`config.mk`:
```
export PLATFORM = sky130hd
export DESIGN_NAME = acc_alu8
export DESIGN_NICKNAME = d
export VERILOG_FILES = /design/src/rtl/acc_alu_pkg.sv /design/src/rtl/alu_unary_unit.sv /design/src/rtl/alu_binary_unit.sv /design/src/rtl/alu_compact_unit.sv /design/src/rtl/acc_alu8.sv
export SDC_FILE = /design/constraint.sdc
export NUM_CORES = 1
export LEC_CHECK = 0
export ABC_AREA = 1
export BUFFER_PORTS_ARGS = -buffer_cell sky130_fd_sc_hd__buf_2
export CAP_MARGIN = 25
export CORE_MARGIN = 8
export CORE_UTILIZATION = 45
export CTS_CLUSTER_SIZE = 14
export DETAILED_ROUTE_END_ITERATION = 12
export GPL_ROUTABILITY_DRIVEN = 0
export GPL_TIMING_DRIVEN = 0
export PLACE_DENSITY = 0.69
export RECOVER_POWER = 25
export SLEW_MARGIN = 10
export SYNTH_ARGS = -nofsm -noshare
export SYNTH_HDL_FRONTEND = slang
export SYNTH_HIERARCHICAL = 1
export SYNTH_SLANG_ARGS = --single-unit
```
`constraint.sdc`:
```
create_clock -name clk -period 8.73 [get_ports clk]
set_input_delay 1.746 -clock clk [delete_from_list [all_inputs] [get_ports clk]]
set_output_delay 1.746 -clock clk [all_outputs]
set_load 0.01 [all_outputs]
```
`src/rtl/acc_alu_pkg.sv`:
```
// Package: shared encodings for the accumulator ALU.
// Assumes 2-bit class and 3-bit selector fields, as the top module drives them.
package acc_alu_pkg;

    typedef enum logic [1:0] {
        CLS_UNARY   = 2'b00,
        CLS_REG     = 2'b01,
        CLS_IMM     = 2'b10,
        CLS_COMPACT = 2'b11
    } op_class_e;

    typedef enum logic [2:0] {
        UN_ZERO = 3'b000,
        UN_SHL1 = 3'b001,
        UN_SHR1 = 3'b010,
        UN_SAR1 = 3'b011,
        UN_INC  = 3'b100,
        UN_DEC  = 3'b101,
        UN_NOT  = 3'b110,
        UN_NEG  = 3'b111
    } unary_op_e;

    typedef enum logic [2:0] {
        BI_ADD = 3'b000,
        BI_SUB = 3'b001,
        BI_AND = 3'b010,
        BI_OR  = 3'b011,
        BI_XOR = 3'b100,
        BI_SHL = 3'b101,
        BI_SHR = 3'b110,
        BI_SAR = 3'b111
    } binary_op_e;

    typedef enum logic [2:0] {
        IM_AND = 3'b000,
        IM_OR  = 3'b001,
        IM_XOR = 3'b010,
        IM_ADD = 3'b011
    } imm_op_e;

    typedef enum logic [2:0] {
        CP_ROL = 3'b000,
        CP_SHL = 3'b001,
        CP_SHR = 3'b010,
        CP_SAR = 3'b011,
        CP_CLR = 3'b100,
        CP_INS = 3'b101,
        CP_TOG = 3'b110,
        CP_EXT = 3'b111
    } compact_op_e;

endpackage

```
`src/rtl/alu_unary_unit.sv`:
```
// Module: alu_unary_unit
// Computes the single-operand operations on the accumulator.
// Assumes W >= 2. Arithmetic wraps modulo 2**W.
module alu_unary_unit
    import acc_alu_pkg::*;
#(
    parameter int W = 8
) (
    input  logic [W-1:0] a,
    input  logic [2:0]   code,
    output logic [W-1:0] y
);

    // Select the unary operation.
    always_comb begin
        unique case (code)
            UN_ZERO: y = '0;
            UN_SHL1: y = {a[W-2:0], 1'b0};
            UN_SHR1: y = {1'b0, a[W-1:1]};
            UN_SAR1: y = {a[W-1], a[W-1:1]};
            UN_INC:  y = a + W'(1);
            UN_DEC:  y = a - W'(1);
            UN_NOT:  y = ~a;
            default: y = W'(0) - a;
        endcase
    end

endmodule

```
`src/rtl/alu_binary_unit.sv`:
```
// Module: alu_binary_unit
// Computes the two-operand operations. The immediate class reuses it.
// Assumes W is a power of two. Shifts use the low log2(W) bits of b.
module alu_binary_unit
    import acc_alu_pkg::*;
#(
    parameter int W = 8
) (
    input  logic [W-1:0] a,
    input  logic [W-1:0] b,
    input  logic [2:0]   code,
    output logic [W-1:0] y
);

    localparam int SHW = $clog2(W);

    logic [SHW-1:0] sh;

    // Take the shift distance from the operand's low bits.
    always_comb sh = b[SHW-1:0];

    // Select the binary operation.
    always_comb begin
        unique case (code)
            BI_ADD:  y = a + b;
            BI_SUB:  y = a - b;
            BI_AND:  y = a & b;
            BI_OR:   y = a | b;
            BI_XOR:  y = a ^ b;
            BI_SHL:  y = a << sh;
            BI_SHR:  y = a >> sh;
            default: y = W'($signed(a) >>> sh);
        endcase
    end

endmodule

```
`src/rtl/alu_compact_unit.sv`:
```
// Module: alu_compact_unit
// Computes rotates, shifts and single-bit edits at a bit position.
// Assumes W is a power of two, so every value of pos names a valid bit.
module alu_compact_unit
    import acc_alu_pkg::*;
#(
    parameter int W = 8,
    localparam int SHW = $clog2(W)
) (
    input  logic [W-1:0]   a,
    input  logic           ins_bit,
    input  logic [2:0]     code,
    input  logic [SHW-1:0] pos,
    output logic [W-1:0]   y
);

    logic [2*W-1:0] dbl;
    logic [W-1:0]   mask;

    // Build the rotate window from two copies of the value.
    always_comb dbl = {a, a} << pos;

    // Build a one-hot mask for the addressed bit.
    always_comb mask = W'(1) << pos;

    // Select the compact operation.
    always_comb begin
        unique case (code)
            CP_ROL:  y = dbl[2*W-1:W];
            CP_SHL:  y = a << pos;
            CP_SHR:  y = a >> pos;
            CP_SAR:  y = W'($signed(a) >>> pos);
            CP_CLR:  y = a & ~mask;
            CP_INS:  y = (a & ~mask) | (ins_bit ? mask : '0);
            CP_TOG:  y = a ^ mask;
            default: y = {{(W-1){1'b0}}, a[pos]};
        endcase
    end

endmodule

```
`src/rtl/acc_alu8.sv`:
```
// Module: acc_alu8 (top)
// Holds the accumulator and routes it through the unit chosen by the class.
// Assumes the sequencer keeps the inputs stable around the enabled edge.
module acc_alu8
    import acc_alu_pkg::*;
#(
    parameter int W = 8,
    localparam int SHW = $clog2(W)
) (
    input  logic           clk,
    input  logic           rst_n,
    input  logic           exec_en,
    input  logic [1:0]     op_class,
    input  logic [2:0]     sub_op,
    input  logic [W-1:0]   operand,
    input  logic [SHW-1:0] amount,
    output logic [W-1:0]   result,
    output logic [W-1:0]   acc_q
);

    logic [W-1:0] un_y, rg_y, im_y, cp_y;
    logic [2:0]   imm_code;
    logic         imm_valid;

    // Map the immediate selector onto the shared binary unit's codes.
    always_comb begin
        imm_valid = 1'b1;
        unique case (sub_op)
            IM_AND:  imm_code = BI_AND;
            IM_OR:   imm_code = BI_OR;
            IM_XOR:  imm_code = BI_XOR;
            IM_ADD:  imm_code = BI_ADD;
            default: begin
                imm_code  = BI_ADD;
                imm_valid = 1'b0;
            end
        endcase
    end

    alu_unary_unit #(.W(W)) u_unary (
        .a    (acc_q),
        .code (sub_op),
        .y    (un_y)
    );

    alu_binary_unit #(.W(W)) u_reg (
        .a    (acc_q),
        .b    (operand),
        .code (sub_op),
        .y    (rg_y)
    );

    alu_binary_unit #(.W(W)) u_imm (
        .a    (acc_q),
        .b    (operand),
        .code (imm_code),
        .y    (im_y)
    );

    alu_compact_unit #(.W(W)) u_compact (
        .a       (acc_q),
        .ins_bit (operand[0]),
        .code    (sub_op),
        .pos     (amount),
        .y       (cp_y)
    );

    // Pick the result of the selected class.
    always_comb begin
        unique case (op_class)
            CLS_UNARY: result = un_y;
            CLS_REG:   result = rg_y;
            CLS_IMM:   result = imm_valid ? im_y : acc_q;
            default:   result = cp_y;
        endcase
    end

    // Accumulator register: reset to zero, load only on enable.
    always_ff @(posedge clk) begin
        if (!rst_n)
            acc_q <= '0;
        else if (exec_en)
            acc_q <= result;
    end

endmodule

```
==> metrics.csv, run 1 <==
stage,metric,value,unit
run_status,status,completed,
pwr,p_sw,0.276,mW
synth,ys_seq_area_frac,0.0269,
timing,hold_slack,0.835,ns
timing,maxSlewViolCount,0,
timing,setup_viol,0,
route,vias_per_cell,5.61,
final_layout,synthToLayoutAreaGrowth,8.39,%
setup_path,crit_type,primary input to output port,
route,routed_wl,20100,um
synth,ys_types,53,
setup_path,start_kind,primary input,
route,drt_first_iter_violations,1001,
setup_path,worstReg2RegEnd,acc_q[6]$_SDFFE_PN0P_,
setup_path,crit_start,sub_op[2],
timing,rsz0062_at_grt,no,
pwr,sw_frac_of_total,0.551,
setup_path,crit_path_end_kind,output port,
pwr,p_int,0.225,mW
setup_path,crit_path_top_delay_cell,nor3_1,
synth,synth.top_cell.area_share,0.256,
pwr,combPwrFrac,0.734,
setup_path,endpoint,result[3],
die,fp.coreArea,13100,um^2
clock_network,htree_levels,1,
clock_network,clk_latency,0.23,ns
setup_path,worst-path-stages,21,
timing,post-route-period-util,0.852,
final_layout,layout-drive-gt1-share,0.0949,
final_layout,final_common_cell,nand2_1,
pwr,clkPwrFrac,0.153,
setup_path,cp.required,6.98,ns
clock_network,cts.sinks,8,
place,dpl.hpwl,15500,um
setup_path,crit_family,simple AND/OR/NAND/NOR gates,
global_routing,global_route.usage.met1,0.286,
synth,synth_top_cell_by_area,nand2_1,
synth,avgSynthCellArea,5.13,um^2
global_routing,grt_pass1_wl,33600,um
synth,synth_edf_count,0,
global_routing,grt_overflow,0,
global_routing,grt_use_total,0.226,
clock_network,clockBufferDepth,2,
pwr,power.density,77.4,nW/um^2
timing,fmax,0.134,GHz
clock_network,path_clk_slew,0.04,ns
global_routing,grt_pass1_vias,7129,
die,pin_count,35,
final_layout,multi_input_area,5010,um^2
final_layout,most-common-layout-cells,"nand2_1, nand3_1, inv_1",
pwr,sequentialPowerShare,0.113,
synth,synth_top_flop_cell,dfxtp_1,
global_routing,busiest_layer,met2,
setup_path,worstPathArrival,5.70,ns
final_layout,fin_area,6460,um^2
pwr,vdd_drop_max,0.0543,mV
die,die_w,131,um
global_routing,grtUsageMet3,0.0202,
clock_network,ctsHoldBuffers,0,
setup_path,crit_chain,"buf_2, buf_2, nor3_1, inv_2, nand3_2, inv_1, or2_2, xor2_1, ha_1, a21oi_1, nand2_1, or2_2, nand3_1, nand3_1, nand2_1, inv_1, nand2_1, nand2_1, nand2_1, nand3_1, buf_2",
synth,syn_area,5960,um^2
setup_path,crit_fanout,18,
synth,yosys-top-cells-area,"nand2_1, nand3_1, ha_1, inv_1, nor2_1",
clock_network,cts_buffers,3,
setup_path,crit_path_frequent_cell,nand2_1,
route,first_pass_iters,6,
setup_path,worst-r2r-setup-slack,5.32,ns
place,io_buffers,31,
timing,post-route-min-period,7.44,ns
die,fp.dieH,131,um
die,rows,42,
setup_path,worstReg2RegStart,acc_q[1]$_SDFFE_PN0P_,
global_routing,met2_usage,0.379,
clock_network,ctsResizeCount,0,
final_layout,largest_reg_flops,8,
worst_hold_path,whs_path_depth,4,
timing,max_slew_margin,0.257,
synth,yosysWarnings,6,
final_layout,regMostFlops,acc_q,
final_layout,regArea,160,um^2
synth,syn_nets,1243,
final_layout,diodes,0,
clock_network,clockRootBuffer,clkbuf_16,
clock_network,cts_tree,built,
synth,async_flop_share,0,
die,start_util,0.456,
pwr,p_total,0.501,mW
final_layout,final_util,0.494,
setup_path,worst-r2r-cell-count,21,
timing,skew,0.00125,ns
clock_network,cts_setup_buffers,0,
final_layout,reg_top3,acc_q (8),
timing,setup_tns,0,ns
timing,tightest_slew,1.11,ns
route,dr_total_vias,7728,
route,antenna_left,0,
setup_path,critical-path-max-stage-delay,0.81,ns
final_layout,final_nets,1284,
place,placed_cell_area,6450,um^2
worst_hold_path,hold_class,flop to flop,
setup_path,path_buf_inv,6,
global_routing,grt_max_degree,22,
route,post_drt_wl_per_cell,14.6,um
synth,ys_ff_latch,8,
synth,syn_inst,1162,
flow_run,maxCapViolCount,0,
global_routing,antenna_found_initial,0,
timing,hold_violations,0,
route,drcViolationCount,0,
die,dieArea,17200,um^2
final_layout,nFillCells,1442,
pwr,p_leak,3.64,nW
cell families after synthesis:
kind of cell    count (synthesis)  synth area share
xor+xnor                       15            0.0220
simple gates                  757             0.559
fa+ha+maj                      62             0.133
compound gates                128             0.125
buf+inv                       191             0.133
mux                             1           0.00168
flops                           8            0.0269
how the worst min path moves through the flow:
stage	to	startpoint	slack, ns
floorplan	acc_q[7]$_SDFFE_PN0P_	acc_q[7]$_SDFFE_PN0P_	0.73
global placement	acc_q[7]$_SDFFE_PN0P_	acc_q[7]$_SDFFE_PN0P_	0.86
detailed placement	acc_q[1]$_SDFFE_PN0P_	acc_q[1]$_SDFFE_PN0P_	0.85
CTS	acc_q[1]$_SDFFE_PN0P_	acc_q[1]$_SDFFE_PN0P_	0.87
global route	acc_q[1]$_SDFFE_PN0P_	acc_q[1]$_SDFFE_PN0P_	0.90
finish	acc_q[1]$_SDFFE_PN0P_	acc_q[1]$_SDFFE_PN0P_	0.83
power groups by stage:
stage          Sequential [mW]  Clock, mW  Combinational [mW]
2_1_floorplan           0.0554          0               0.255
3_3_place_gp            0.0678          0               0.341
3_5_place_dp            0.0595          0               0.362
4_1_cts                 0.0591     0.0772               0.364
5_1_grt                 0.0570     0.0786               0.417
6_report                0.0564     0.0766               0.368
routing by layer:
| metal | share of wire | vias to the layer above |
|---|---|---|
| met1 | 0.43 | 3375 |
| li1 | - | 3876 |
| met5 | 0 | - |
| met3 | 0.083 | 71 |
| met4 | 0.038 | 0 |
| met2 | 0.45 | 406 |
worst reg2reg max path, cell delays in order (launching register included):
cell	delay, ns
dfxtp_1	0.67
clkbuf_1	0.80
inv_1	0.27
nand2_1	0.16
nand2_1	0.08
inv_1	0.06
ha_1	0.13
inv_1	0.04
nand2_1	0.05
inv_1	0.06
nor2_1	0.22
nand3_1	0.14
nand2_1	0.08
nand2_1	0.04
nand3_1	0.07
nand3_1	0.07
nand2_1	0.07
nand2_1	0.07
inv_1	0.07
nand4_1	0.07
nand2_1	0.06
inv_1	0.03
synth_stat cells, types with 4 or more instances:
library cell	instances
o21ai_1	7
a21oi_1	52
nor2_1	94
nor2_2	6
o21ai_0	34
or2_2	9
nand3_2	5
dfxtp_1	8
nand4_1	29
nand3_1	171
xor2_1	14
inv_2	13
nand2_1	407
nor2_4	5
o211ai_1	7
nor3_1	6
inv_1	144
nand3b_1	9
ha_1	60
buf_4	7
nand2_2	8
o21a_1	4
buf_2	15
metrics by stage:
| stage | setup WS, ns | cells |
|---|---|---|
| after detailed placement | 1.38 | 1373 |
| final | 1.29 | 1377 |
| after global placement | 1.37 | 1369 |
| after floorplan | 2.38 | 1162 |
| after CTS | 1.38 | 1376 |
| after global routing | 1.04 | 1377 |
cell type report:
cell class | instances | share of cell area
multi-input cells | 963 | 0.775
flip-flops and latches | 8 | 0.0248
inverters | 161 | 0.0943
clock buffers | 3 | 0.0116
plain buffers | 30 | 0.0281
well taps | 176 | 0.0341
repair buffers | 36 | 0.0317
Power figures use the tool's default switching activity.
==> inputs of run 2 (changes only) <==
--- a/config.mk
+++ b/config.mk
@@ -9,12 +9,11 @@
 export BUFFER_PORTS_ARGS = -buffer_cell sky130_fd_sc_hd__buf_2
 export CAP_MARGIN = 25
 export CORE_MARGIN = 8
-export CORE_UTILIZATION = 45
+export CORE_UTILIZATION = 57
 export CTS_CLUSTER_SIZE = 14
 export DETAILED_ROUTE_END_ITERATION = 12
-export GPL_ROUTABILITY_DRIVEN = 0
 export GPL_TIMING_DRIVEN = 0
-export PLACE_DENSITY = 0.69
+export PLACE_DENSITY = 0.82
 export RECOVER_POWER = 25
 export SLEW_MARGIN = 10
 export SYNTH_ARGS = -nofsm -noshare
==> metrics.csv, run 2 (synthesis gave the netlist of run 1 again) <==
stage,metric,value,unit
route,post_drt_wl_per_cell,14.8,um
route,drcViolationCount,0,
timing,post-route-min-period,7.34,ns
final_layout,final_nets,1285,
place,io_buffers,31,
timing,skew,0.00289,ns
clock_network,cts_setup_buffers,0,
place,dp_slack,1.47,ns
setup_path,crit_fanout,18,
final_layout,synthToLayoutAreaGrowth,7.03,%
pwr,power.density,73.8,nW/um^2
die,fp.dieH,118,um
route,wl_met1,8310,um
clock_network,ctsResizeCount,0,
timing,max_slew_margin,0.217,
global_routing,grt_pass1_wl,32700,um
final_layout,stdcell_count,1338,
global_routing,antenna_found_initial,0,
timing,setup_viol,0,
route,top_layer,met4,
global_routing,grt_use_total,0.270,
worst_hold_path,whs_path_depth,4,
final_layout,diodes,0,
worst_hold_path,hold_class,flop to flop,
clock_network,cts_tree,built,
setup_path,crit_path_end_kind,output port,
timing,maxSlewViolCount,0,
route,dr_total_vias,7780,
setup_path,cp.required,6.98,ns
route,drt_first_iter_violations,1053,
timing,tightest_slew,1.18,ns
timing,post-route-period-util,0.840,
run_status,status,completed,
pwr,p_total,0.471,mW
place,dpl.hpwl,15000,um
route,first_pass_iters,6,
setup_path,crit_type,primary input to output port,
final_layout,layout-drive-gt1-share,0.0957,
final_layout,reg_top3,acc_q (8),
global_routing,grt_max_degree,23,
timing,fmax,0.136,GHz
clock_network,ctsHoldBuffers,0,
setup_path,worst-r2r-cell-count,18,
clock_network,clockRootBuffer,clkbuf_8,
route,vias_per_cell,5.81,
die,start_util,0.583,
route,route.met3.wl,1820,um
timing,fin_ws,1.39,ns
setup_path,start_kind,primary input,
timing,hold_violations,0,
global_routing,grt_pass1_vias,6920,
clock_network,clockBufferDepth,2,
final_layout,largest_reg_flops,8,
global_routing,grt_overflow,0,
final_layout,most-common-layout-cells,"nand2_1, nand3_1, inv_1",
clock_network,cts_buffers,3,
timing,setup_tns,0,ns
route,routed_wl,19900,um
flow_run,maxCapViolCount,0,
clock_network,clk_latency,0.23,ns
final_layout,final_common_cell,nand2_1,
pwr,p_leak,3.63,nW
setup_path,worstPathArrival,5.59,ns
final_layout,regMostFlops,acc_q,
die,fp.coreArea,10200,um^2
clock_network,cts.sinks,8,
setup_path,worst-r2r-setup-slack,5.36,ns
die,rows,37,
die,dieArea,14000,um^2
final_layout,nFillCells,1024,
pwr,vdd_drop_max,0.0463,mV
die,die_w,118,um
place,place_inst,1332,
timing,rsz0062_at_grt,no,
clock_network,path_clk_slew,0.04,ns
die,pin_count,35,
timing,hold_slack,0.820,ns
clock_network,htree_levels,1,
route,antenna_left,0,
route,wl_met2,9060,um
place,place.gp.congestion,0.977,
==> run 2: metal layers <==
layer | GRT usage | up-vias
met5 | 0 | -
met2 | 0.451 | 470
met1 | 0.356 | 3365
li1 | - | 3875
met4 | 0.106 | 0
met3 | 0.0157 | 70
==> run 2: power breakdown <==
part / internal [mW] / leakage, nW / switching, mW / total [mW]
clock network: 0.0300 / 0.0216 / 0.0156 / 0.0455
logic: 0.126 / 3.54 / 0.246 / 0.372
registers: 0.0398 / 0.0662 / 0.0143 / 0.0541
==> run 2: final timing paths <==
path / startpoint / to
max: sub_op[2] / result[3]
min: acc_q[5]$_SDFFE_PN0P_ / acc_q[5]$_SDFFE_PN0P_
max reg2reg: acc_q[0]$_SDFFE_PN0P_ / acc_q[4]$_SDFFE_PN0P_
min reg2reg: acc_q[5]$_SDFFE_PN0P_ / acc_q[5]$_SDFFE_PN0P_
==> run 2: area by class of cell <==
type | instances | area [um^2] | area share
tap | 136 | 170 | 0.0267
sequential | 8 | 160 | 0.0251
multi-input combinational | 963 | 5010 | 0.785
inverter | 161 | 609 | 0.0955
clock buffer | 3 | 41.3 | 0.00647
buffer | 30 | 181 | 0.0284
timing repair buffer | 37 | 208 | 0.0325
==> run 2: worst max-delay path, cell delays in order <==
cell,delay [ns]
buf_2,0.23
buf_2,0.23
nor3_1,0.68
inv_2,0.19
nand3_2,0.20
inv_1,0.11
or2_2,0.29
xor2_1,0.15
ha_1,0.37
a21oi_1,0.19
nand2_1,0.13
or2_2,0.29
nand3_1,0.09
nand3_1,0.09
nand2_1,0.09
inv_1,0.05
nand2_1,0.07
nand2_1,0.05
nand2_1,0.08
nand3_1,0.11
buf_2,0.16
==> run 2: stage by stage <==
stage               utilization  instance area, um^2
floorplan                     -                 5960
finish                    0.624                 6380
global placement          0.615                 6290
CTS                       0.626                 6400
detailed placement        0.621                 6360
global route              0.624                 6380
==> inputs of run 3 (changes only) <==
--- a/config.mk
+++ b/config.mk
@@ -5,7 +5,7 @@
 export SDC_FILE = /design/constraint.sdc
 export NUM_CORES = 1
 export LEC_CHECK = 0
-export ABC_AREA = 1
+export ABC_AREA = 0
 export BUFFER_PORTS_ARGS = -buffer_cell sky130_fd_sc_hd__buf_2
 export CAP_MARGIN = 25
 export CORE_MARGIN = 8
==> constraint.sdc (replaced) <==
create_clock -name clk -period 6.8 [get_ports clk]
set_input_delay 1.36 -clock clk [delete_from_list [all_inputs] [get_ports clk]]
set_output_delay 1.36 -clock clk [all_outputs]
set_load 0.01 [all_outputs]
==> metrics.csv, run 3 <==
stage,metric,value,unit
route,post_drt_wl_per_cell,20.5,um
synth,synth_compound_area_frac,0.303,
clock_network,cts_buffers,3,
setup_path,worst-path-stages,17,
synth,avgSynthCellArea,7.56,um^2
pwr,power.density,97.7,nW/um^2
synth,syn_area,6060,um^2
final_layout,nFillCells,967,
synth,synth_commonest_cells,"nor2_1, ha_1, nand2_1",
synth,synth_top_cell_by_area,ha_1,
synth,ys_types,86,
setup_path,worst-r2r-setup-slack,3.02,ns
final_layout,synthToLayoutAreaGrowth,7.21,%
synth,yosys-top-cells-area,"ha_1, mux4_2, mux2i_1, a21oi_1, nor2_1",
setup_path,crit_type,primary input to output port,
timing,skew,0.00400,ns
final_layout,reg_top3,acc_q (8),
clock_network,clockRootBuffer,clkbuf_8,
setup_path,crit_path_top_delay_cell,a2111oi_0,
synth,synth_fa_ha_area_frac,0.130,
clock_network,htree_levels,1,
run_status,status,completed,
synth,synth_top_flop_cell,dfxtp_1,
synth,ys_ff_latch,8,
die,fp.coreArea,10300,um^2
place,dpl.hpwl,14200,um
setup_path,cp.required,5.44,ns
die,fp.dieH,119,um
pwr,vdd_drop_max,0.104,mV
setup_path,worstReg2RegStart,acc_q[5]$_SDFFE_PN0P_,
die,dieArea,14200,um^2
global_routing,grt_pass1_vias,6357,
synth,ys_seq_area_frac,0.0264,
die,rows,37,
die,die_w,119,um
final_layout,largest_reg_flops,8,
synth,synthXorXnorAreaFrac,0.0347,
clock_network,clockBufferDepth,2,
timing,tightest_slew,1.44,ns
route,dr_total_vias,6827,
setup_path,worstReg2RegEnd,acc_q[5]$_SDFFE_PN0P_,
setup_path,crit_start,sub_op[2],
synth,syn_inst,802,
pwr,p_leak,2.77,nW
place,place.gp.congestion,1.01,
timing,fmax,0.151,GHz
global_routing,antenna_found_initial,0,
setup_path,crit_path_end_kind,output port,
route,antenna_left,0,
setup_path,worst-r2r-cell-count,11,
setup_path,endpoint,result[5],
timing,post-route-min-period,6.63,ns
synth,synth_edf_count,0,
setup_path,crit_chain,"buf_2, buf_6, nor2_4, and2_1, nor3b_4, buf_4, mux2i_1, ha_1, nor2_1, a21oi_1, o21ai_0, a2111oi_0, o31a_1, mux2_4, a221oi_2, nor2_1, buf_2",
clock_network,clk_latency,0.23,ns
synth,synth_most_common_cell,nor2_1,
clock_network,cts.sinks,8,
setup_path,worstPathArrival,5.27,ns
timing,fin_ws,0.173,ns
setup_path,critical-path-max-stage-delay,0.54,ns
die,pin_count,35,
route,routed_wl,20000,um
timing,max_slew_margin,0.0367,
route,drt_first_iter_violations,1232,
global_routing,grt_max_degree,37,
final_layout,most-common-layout-cells,"nor2_1, ha_1, buf_2, nand2_1, inv_1",
route,first_pass_iters,7,
final_layout,final_nets,923,
timing,maxSlewViolCount,0,
synth,synth_top_family_by_area,compound AO/OA/AOI/OAI gates,
setup_path,path_buf_inv,4,
die,start_util,0.587,
final_layout,diodes,0,
route,drcViolationCount,0,
final_layout,final_common_cell,nor2_1,
timing,hold_violations,0,
synth,synth-simple-area-share,0.223,
synth,synth.top_cell.area_share,0.124,
global_routing,grt_overflow,0,
final_layout,layout-drive-gt1-share,0.168,
synth,yosysWarnings,6,
final_layout,regMostFlops,acc_q,
setup_path,crit_family,compound AO/OA/AOI/OAI gates,
place,io_buffers,32,
clock_network,cts_tree,built,
synth,synthMuxAreaShare,0.184,
global_routing,grt_pass1_wl,32500,um
flow_run,maxCapViolCount,0,
place,dp_slack,-0.151,ns
setup_path,crit_fanout,14,
timing,setup_viol,0,
synth,syn_nets,883,
worst_hold_path,hold_class,flop to flop,
clock_network,ctsHoldBuffers,0,
synth,async_flop_share,0,
setup_path,start_kind,primary input,
timing,setup_tns,0,ns
clock_network,path_clk_slew,0.04,ns
route,vias_per_cell,6.99,
timing,post-route-period-util,0.975,
timing,rsz0062_at_grt,yes,
global_routing,grt_use_total,0.269,
-- run 3: changes by cell type after synthesis, moves of 24 or more --
cell     previous run  this run
nand2_1           407        55
nand3_1           171        22
inv_1             144        54
mux2i_1             1        35
nor2_1             94        66
nand4_1            29         5
-- run 3: how the worst min path moves through the flow --
stage                          start                     to  cells past startpoint
6_report       acc_q[5]$_SDFFE_PN0P_  acc_q[5]$_SDFFE_PN0P_                      2
4_1_cts        acc_q[5]$_SDFFE_PN0P_  acc_q[5]$_SDFFE_PN0P_                      2
3_3_place_gp   acc_q[7]$_SDFFE_PN0P_  acc_q[7]$_SDFFE_PN0P_                      2
2_1_floorplan  acc_q[7]$_SDFFE_PN0P_  acc_q[7]$_SDFFE_PN0P_                      2
5_1_grt        acc_q[5]$_SDFFE_PN0P_  acc_q[5]$_SDFFE_PN0P_                      2
3_5_place_dp   acc_q[5]$_SDFFE_PN0P_  acc_q[5]$_SDFFE_PN0P_                      2
-- run 3: report_power, final --
group          leakage [nW]  total [mW]  internal [mW]  switching, mW
sequential           0.0668      0.0806         0.0510         0.0297
clock                0.0216      0.0583         0.0384         0.0198
combinational          2.68       0.496          0.212          0.284
total                  2.77       0.635          0.301          0.334
-- run 3: per-stage QoR --
step,total power [mW],instances,hold WS (ns),utilization,cell area (um^2)
after floorplan,0.425,802,0.727,-,6060
after global placement,0.551,970,0.916,0.619,6390
after detailed placement,0.561,973,0.714,0.625,6450
after CTS,0.621,976,0.723,0.630,6500
after global routing,0.680,976,0.750,0.629,6500
final,0.635,976,0.718,0.629,6500
-- run 3: final cells by class --
cell class | instances | area (um^2) | share of cell area
inverter | 58 | 218 | 0.0335
clock buffer | 3 | 41.3 | 0.00636
buffer | 62 | 374 | 0.0576
sequential | 8 | 164 | 0.0252
timing repair buffer | 36 | 211 | 0.0326
multi-input combinational | 673 | 5320 | 0.819
tap | 136 | 170 | 0.0262
-- run 3: timing repair --
item | 4_1_cts | 5_1_grt
gates cloned | 0 | 0
endpoints found under the setup margin | 6 | 5
pin swaps | 0 | 0
endpoints found under the hold margin | 0 | 0
resized for setup | 2 | 1
buffers inserted | 0 | 1
-- run 3: worst register-to-register path: stages, from the launching register on --
cell and delay, ns:
dfxtp_1 0.60, clkbuf_1 0.94, inv_1 0.26, ha_1 0.36, inv_1 0.05, o32ai_1 0.06, nor3b_1 0.15, a41o_1 0.24
o31a_1 0.30, mux2_4 0.30, a221oi_2 0.27, o31ai_1 0.12
-- run 3: cell families after synthesis --
family,after synthesis
adders and majority gates,62
xor gates and xnor gates,24
AOI/OAI and AO/OA,257
buffers and inverters,121
muxes,75
DFF,8
and+or+nand+nor,255
-- run 3: metal layers --
layer	part of all wire	global-route usage	vias up	wire length, um
met4	0.031	0.0980	0	618
met2	0.44	0.417	466	8710
li1	-	-	3135	-
met1	0.43	0.368	3149	8630
met5	0	0	-	0
met3	0.10	0.0411	77	2020
